<file path="config.mk">
export PLATFORM = sky130hd
export DESIGN_NAME = lrsc_monitor
export DESIGN_NICKNAME = d
export VERILOG_FILES = /design/src/rtl/lrsc_monitor.sv
export SDC_FILE = /design/constraint.sdc
export NUM_CORES = 1
export LEC_CHECK = 0
export BUFFER_PORTS_ARGS = -buffer_cell sky130_fd_sc_hd__buf_2
export CORE_UTILIZATION = 30
export DETAILED_ROUTE_END_ITERATION = 10
export PLACE_DENSITY = 0.55
export SLEW_MARGIN = 0
export SYNTH_ARGS = -nofsm -noshare
export SYNTH_HDL_FRONTEND = slang
export SYNTH_SLANG_ARGS = --single-unit
</file>
<file path="constraint.sdc">
create_clock -name clk -period 7.3 [get_ports clk]
set_input_delay 1.46 -clock clk [delete_from_list [all_inputs] [get_ports clk]]
set_output_delay 1.46 -clock clk [all_outputs]
set_load 0.02 [all_outputs]
</file>
<file path="src/rtl/lrsc_monitor.sv">
module lrsc_monitor #(
  parameter int XLEN            = 64,
  parameter int PAGE_BYTES      = 4096,
  parameter bit SAME_PAGE_STORE = 1'b1
) (
  input  logic            clk,
  input  logic            rst,
  input  logic            req_valid,
  output logic            req_ready,
  input  logic            req_op,
  input  logic [XLEN-1:0] req_base,
  input  logic [XLEN-1:0] req_index,
  input  logic            req_base_zero,
  input  logic [XLEN-1:0] req_sdata,
  input  logic            req_so,
  output logic            mem_req_valid,
  output logic            mem_we,
  output logic [XLEN-1:0] mem_addr,
  output logic [31:0]     mem_wdata,
  input  logic            mem_rsp_valid,
  input  logic [31:0]     mem_rdata,
  output logic            res_valid,
  output logic [XLEN-1:0] res_data,
  output logic [3:0]      res_cr
);
  localparam int PG = $clog2(PAGE_BYTES);

  typedef enum logic [1:0] {S_IDLE, S_MEM, S_DONE} st_t;
  st_t st;

  logic            rsv_vld;
  logic [3:0]      rsv_len;
  logic [XLEN-1:0] rsv_addr;
  logic            op_q, we_q;
  logic [XLEN-1:0] ea_q;
  logic [31:0]     wd_q, rd_q;
  logic [3:0]      cr_q;

  wire [XLEN-1:0] ea = (req_base_zero ? '0 : req_base) + req_index;
  wire accept     = req_valid && req_ready;
  wire exact_hit  = rsv_vld && rsv_len == 4'd4 && rsv_addr == ea;
  wire page_hit   = rsv_vld && rsv_addr[XLEN-1:PG] == ea[XLEN-1:PG];
  wire sc_write   = exact_hit || (page_hit && SAME_PAGE_STORE);
  wire unused_hi  = ^req_sdata[XLEN-1:32];

  always_ff @(posedge clk) begin
    if (rst) begin
      st       <= S_IDLE;
      rsv_vld  <= 1'b0;
      rsv_len  <= '0;
      rsv_addr <= '0;
      op_q     <= 1'b0;
      we_q     <= 1'b0;
      ea_q     <= '0;
      wd_q     <= '0;
      rd_q     <= '0;
      cr_q     <= '0;
    end else begin
      case (st)
        S_IDLE: if (accept) begin
          ea_q <= ea;
          op_q <= req_op;
          wd_q <= req_sdata[31:0];
          if (!req_op) begin
            rsv_vld  <= 1'b1;
            rsv_len  <= 4'd4;
            rsv_addr <= ea;
            we_q     <= 1'b0;
            cr_q     <= '0;
            st       <= S_MEM;
          end else begin
            rsv_vld <= 1'b0;
            we_q    <= sc_write;
            cr_q    <= {2'b00, exact_hit, req_so};
            st      <= sc_write ? S_MEM : S_DONE;
          end
        end
        S_MEM: if (mem_rsp_valid) begin
          if (!op_q) rd_q <= mem_rdata;
          st <= S_DONE;
        end
        default: st <= S_IDLE;
      endcase
    end
  end

  assign req_ready     = st == S_IDLE;
  assign mem_req_valid = st == S_MEM;
  assign mem_we        = we_q;
  assign mem_addr      = ea_q;
  assign mem_wdata     = wd_q;
  assign res_valid     = st == S_DONE;
  assign res_data      = op_q ? '0 : {{(XLEN-32){1'b0}}, rd_q};
  assign res_cr        = cr_q;
endmodule

</file>
# Yosys cells after proc, flatten, opt, wreduce, memory -nomap -nowiden
# Index checks and enable logic that the tools add are counted.
[word_totals]
reg_bits = 202
latchBits = 0
ramBits = 0
rom_bits = 0
inputBits = 231
out_inout_bits = 168
elab_cells = 39
n_memories = 0
[classes]
n_addsub = 1
multipliers = 0
div = 0
n_lt_le_gt_ge = 0
n_eq_ne = 6
shift = 0
mux = 10
bitwise = 2
reduce_logical = 10
[op_table]
columns = ["cell", "count"]
rows = [
  ["adder 64 bit", 1],
  ["equality test 64 bit", 1],
  ["two-way mux 64 bit", 1],
  ["equality test 52 bit", 1],
  ["two-way mux 32 bit", 1],
  ["two-way mux 2 bit", 5],
  ["AND reduction 3 bit", 2],
  ["logical AND 1 bit", 4],
  ["!= test 2 x 1 -> 1 bit (second input constant)", 2],
  ["case mux 2 bit (2 select lines)", 1],
  ["AND reduction 2 bit", 2],
  ["equality test 2 x 1 -> 1 bit (second input constant)", 1],
  ["equality test 2 bit (second input constant)", 1],
  ["zero test 2 bit", 1],
  ["two-way mux 1 bit", 2],
  ["inverter 1 bit", 2],
  ["logical OR 1 bit", 1],
]

# Logic depth before layout (Yosys ltp)
[depth]
ltp_word = 9
mapped_depth = 17
ltp_nobuf = 16

# Worst setup path before layout
# OpenSTA, ideal clock, no wires.
[synth_path]
kind = "input port to flip-flop"
startpoint = "input port req_base_zero"
endpoint = "register st[1]"
setup_time_ps = 139
arrival_ps = 5529
required_ps = 7161
slack_ps = 1631
stages = 16
n_path_buf = 2
path_cell_list = "clkbuf_1 clkbuf_1 nor2b_1 ha_1 nand2_1 or3_1 a211oi_4 nor2_1 xor2_1 xnor2_1 or4_1 or4_1 nor4_1 nand4_1 nor4_4 a221oi_1"
[synth_via]
elab_chain_cells = 9
word_cells_on_any_way = 11
classes_between = "1 x add/sub; 2 x eq/ne; 5 x mux; 3 x reduce/logical"
[synth_lines]
columns = ["element", "line_no", "text"]
rows = [
  ["start, declared", "13", "input logic req_base_zero,"],
  ["two-way mux 64 bit *", "39", "wire [XLEN-1:0] ea = (req_base_zero ? '0 : req_base) + req_index;"],
  ["adder 64 bit *", "39", ""],
  ["equality test 64 bit / equality test 52 bit (equally long branches)", "41, 42", ""],
  ["logical AND 1 bit, on equally long branches", "41, 42", ""],
  ["logical OR 1 bit *", "43", "wire sc_write = exact_hit || (page_hit && SAME_PAGE_STORE);"],
  ["two-way mux 2 bit *", "75", "st <= sc_write ? S_MEM : S_DONE;"],
  ["two-way mux 2 bit *", "64", "if (!req_op) begin"],
  ["two-way mux 2 bit *", "60", "S_IDLE: if (accept) begin"],
  ["case mux 2 bit (2 select lines) *", "59", "case (st)"],
  ["end signal, assigned", "75", ""],
  ["end, declared", "29", "st_t st;"],
]
# Every way passes the cells marked *; elsewhere a longest branch is shown, timed or not. The select of a mux whose other input is x is not followed.
# A chain may end at the register's enable or synchronous reset.

# Final worst setup path
# Same ends and word-level chain as after synthesis.

==> flow_summary.json <==
{
  "outcome": "completed",
  "synth.distinct_cells": 78,
  "yosys_warnings": 0,
  "final_cell_mix": "nand2_1, buf_2, a21oi_1",
  "period_share_pct": 86.8,
  "start_util_pct": 30.7,
  "hold_buffers": 0,
  "coreArea_mm2": 0.0446,
  "cts.sinks": 200,
  "cp_top_family": "simple AND/OR/NAND/NOR gates",
  "criticalPathCategory": "input port to flip-flop",
  "wl_per_cell_um": 19.0,
  "cts_tree": "done",
  "hold_viol": 0,
  "synth_top_area_cell": "dfxtp_1",
  "cp.arrival_ns": 6.62,
  "ios": 399,
  "num-fill-cells": 4821,
  "io_buffer_count": 332,
  "final_area_mm2": 0.0164,
  "startpoint_type": "input port",
  "cts.htree.levels": 4,
  "via_count": 14500,
  "vias_per_cell": 5.18,
  "critPathLaunch": "req_base_zero",
  "setup_viol": 0,
  "maxCapViolCount": 0,
  "diodes": 0,
  "synth_enable_flop_cells": 0,
  "grt_max_degree": 107,
  "finalMaxSlewViolations": 0,
  "hpwl_mm": 43.0,
  "synth_area_leaders": "dfxtp_1, nand2_1, a21oi_1",
  "highest_layer": "met4",
  "route.detailed.drc": 0,
  "place_ws_ns": 0.503,
  "drt-met1-wl_mm": 25.2,
  "wl_met3_mm": 2.72,
  "place_area_mm2": 0.0158,
  "synthesis.area_mm2": 0.0137,
  "synth_seq_cells": 200,
  "cp_num_buf_inv": 3,
  "drive_gt1_share_pct": 19.5,
  "route.met2.wl_mm": 24.5,
  "worst_pin_slew_ns": 1.24,
  "cts_buffers": 17,
  "crit_chain": "buf_2 -> buf_4 -> nor2b_1 -> ha_1 -> a21oi_1 -> o21ai_0 -> a221oi_1 -> o21a_1 -> a2bb2oi_1 -> nand3_1 -> or4_1 -> or4_1 -> nor4_1 -> nand4_1 -> nor4_4 -> buf_4 -> a221oi_1",
  "dr.pass1.iters": 7,
  "synth_top_area_share_pct": 29.2,
  "cts_resized": 0,
  "vdd_drop_max_v": 0.000158,
  "grt_antenna_before_repair": 0,
  "syn-instance-count": 1926,
  "crit_fanout": 37,
  "final_common_cell": "nand2_1",
  "fin_crit_ns": 6.34,
  "seq_area_frac_synth_pct": 29.2,
  "die_x_um": 216,
  "rsz0062_at_grt": "false",
  "die_h_um": 216,
  "syn2layout_area_growth_pct": 19.7,
  "ys.flop_type": "dfxtp_1",
  "p_per_area_mw_per_mm2": 201,
  "worstHoldStart": "rd_q[24]",
  "slew_headroom_pct": 17.1,
  "slowest_delay_ns": 0.61,
  "max_freq_mhz": 158,
  "worstSkewPairLatency_ns": 0.45,
  "post_cts_buffers": 0,
  "dieArea_mm2": 0.0465,
  "final_cell_count_no_fill": 2799,
  "multi_input_area_mm2": 0.00907,
  "cts_buffer_depth": 2,
  "cp_slowest_cell": "a221oi_1",
  "grt_pass1_vias": 13500,
  "avgSynthCellArea_um2": 7.11,
  "finClkSkew_ns": 0.0127,
  "p_leak_nw": 6.91,
  "finalSetupTns_ns": 0,
  "end_kind": "flip-flop",
  "path_clk_slew_ns": 0.07,
  "nets": 2489,
  "worstReg2RegStart": "rsv_addr[51]",
  "first_iter_violations": 1145,
  "grt_usage_pct": 22.4,
  "worst_slack_ns": 0.964,
  "grt_pass1_wl_mm": 80.4,
  "final_util_pct": 36.8,
  "dp_cells": 2767,
  "hp-class": "flip-flop to flip-flop",
  "postRouteAntennaNets": 0,
  "ctsRootBufferMaster": "clkbuf_16",
  "std_cell_rows": 77,
  "routabilityCongestion": 0.905,
  "grt_overflow_total": 0,
  "wirelength_mm": 53.3,
  "async_flop_share_pct": 0,
  "required_ns": 7.58,
  "seq_area_mm2": 0.00400
}
[stage by stage]
stage	total power, mW	hold WS (ns)
2_1_floorplan	1.97	0.432
3_3_place_gp	2.38	0.437
3_5_place_dp	2.39	0.443
4_1_cts	3.32	0.452
5_1_grt	3.48	0.467
6_report	3.30	0.450
[path summary, 6_finish.rpt]
kind | cells after the start | slack, ns | endpoint
max | 17 | 0.96 | st[1]
min | 2 | 0.45 | rd_q[24]
max reg2reg | 13 | 3.30 | st[1]
min reg2reg | 2 | 0.45 | rd_q[24]
[worst register-to-register path: stages (launching register included)]
cell,delay [ns]
dfxtp_1,0.40
xor2_1,0.29
nor2_1,0.10
nand3_1,0.11
o21ai_0,0.26
a211oi_1,0.42
nand3_1,0.12
or4_1,0.40
or4_1,0.57
nor4_1,0.37
nand4_1,0.20
nor4_4,0.31
buf_4,0.20
a221oi_1,0.08
[routing by layer]
metal	global-route usage [%]	vias up
met3	2.69	47
met5	0	-
met4	5.30	0
met1	31.6	6831
met2	36.1	458
li1	-	7149
[sequential cells by signal (all words and copies together), names as in the netlist]
register   flops
mem_wdata     32
mem_we         1
mem_addr      64
st             2
rsv_len        1
rsv_addr      64
op_q           1
res_cr         2
rd_q          32
rsv_vld        1
[Yosys cell counts, types with 26 or more instances]
cell / count
o21ai_0: 72
buf_4: 34
xor2_1: 59
dfxtp_1: 200
a21oi_1: 285
nand4_1: 50
nor2b_1: 101
a211oi_1: 26
nand2_1: 448
nor2_1: 129
xnor2_1: 58
clkbuf_1: 109
ha_1: 63
nor3_1: 32
[report_power, final]
part	internal [mW]	switching (mW)
Sequential	1.17	0.0534
Combinational	0.384	0.766
Clock	0.482	0.442
[area by class of cell]
class / instances / area share [%]
repair buffers: 373 / 12.0
inverters: 12 / 0.275
well taps: 592 / 4.52
clock inverters: 14 / 0.763
multi-input cells: 1590 / 55.3
flip-flops and latches: 200 / 24.4
clock buffers: 18 / 2.68
[cells by family after synthesis]
family | count (synthesis) | share of synthesized area [%]
and+or+nand+nor | 850 | 28.2
AOI/OAI and AO/OA | 519 | 22.8
DFF | 200 | 29.2
buffers and inverters | 169 | 5.62
xor gates and xnor gates | 120 | 7.98
adders and majority gates | 64 | 5.90
muxes | 3 | 0.219
other | 1 | 0.0274
Note: power is estimated with default switching activity, not from simulation.
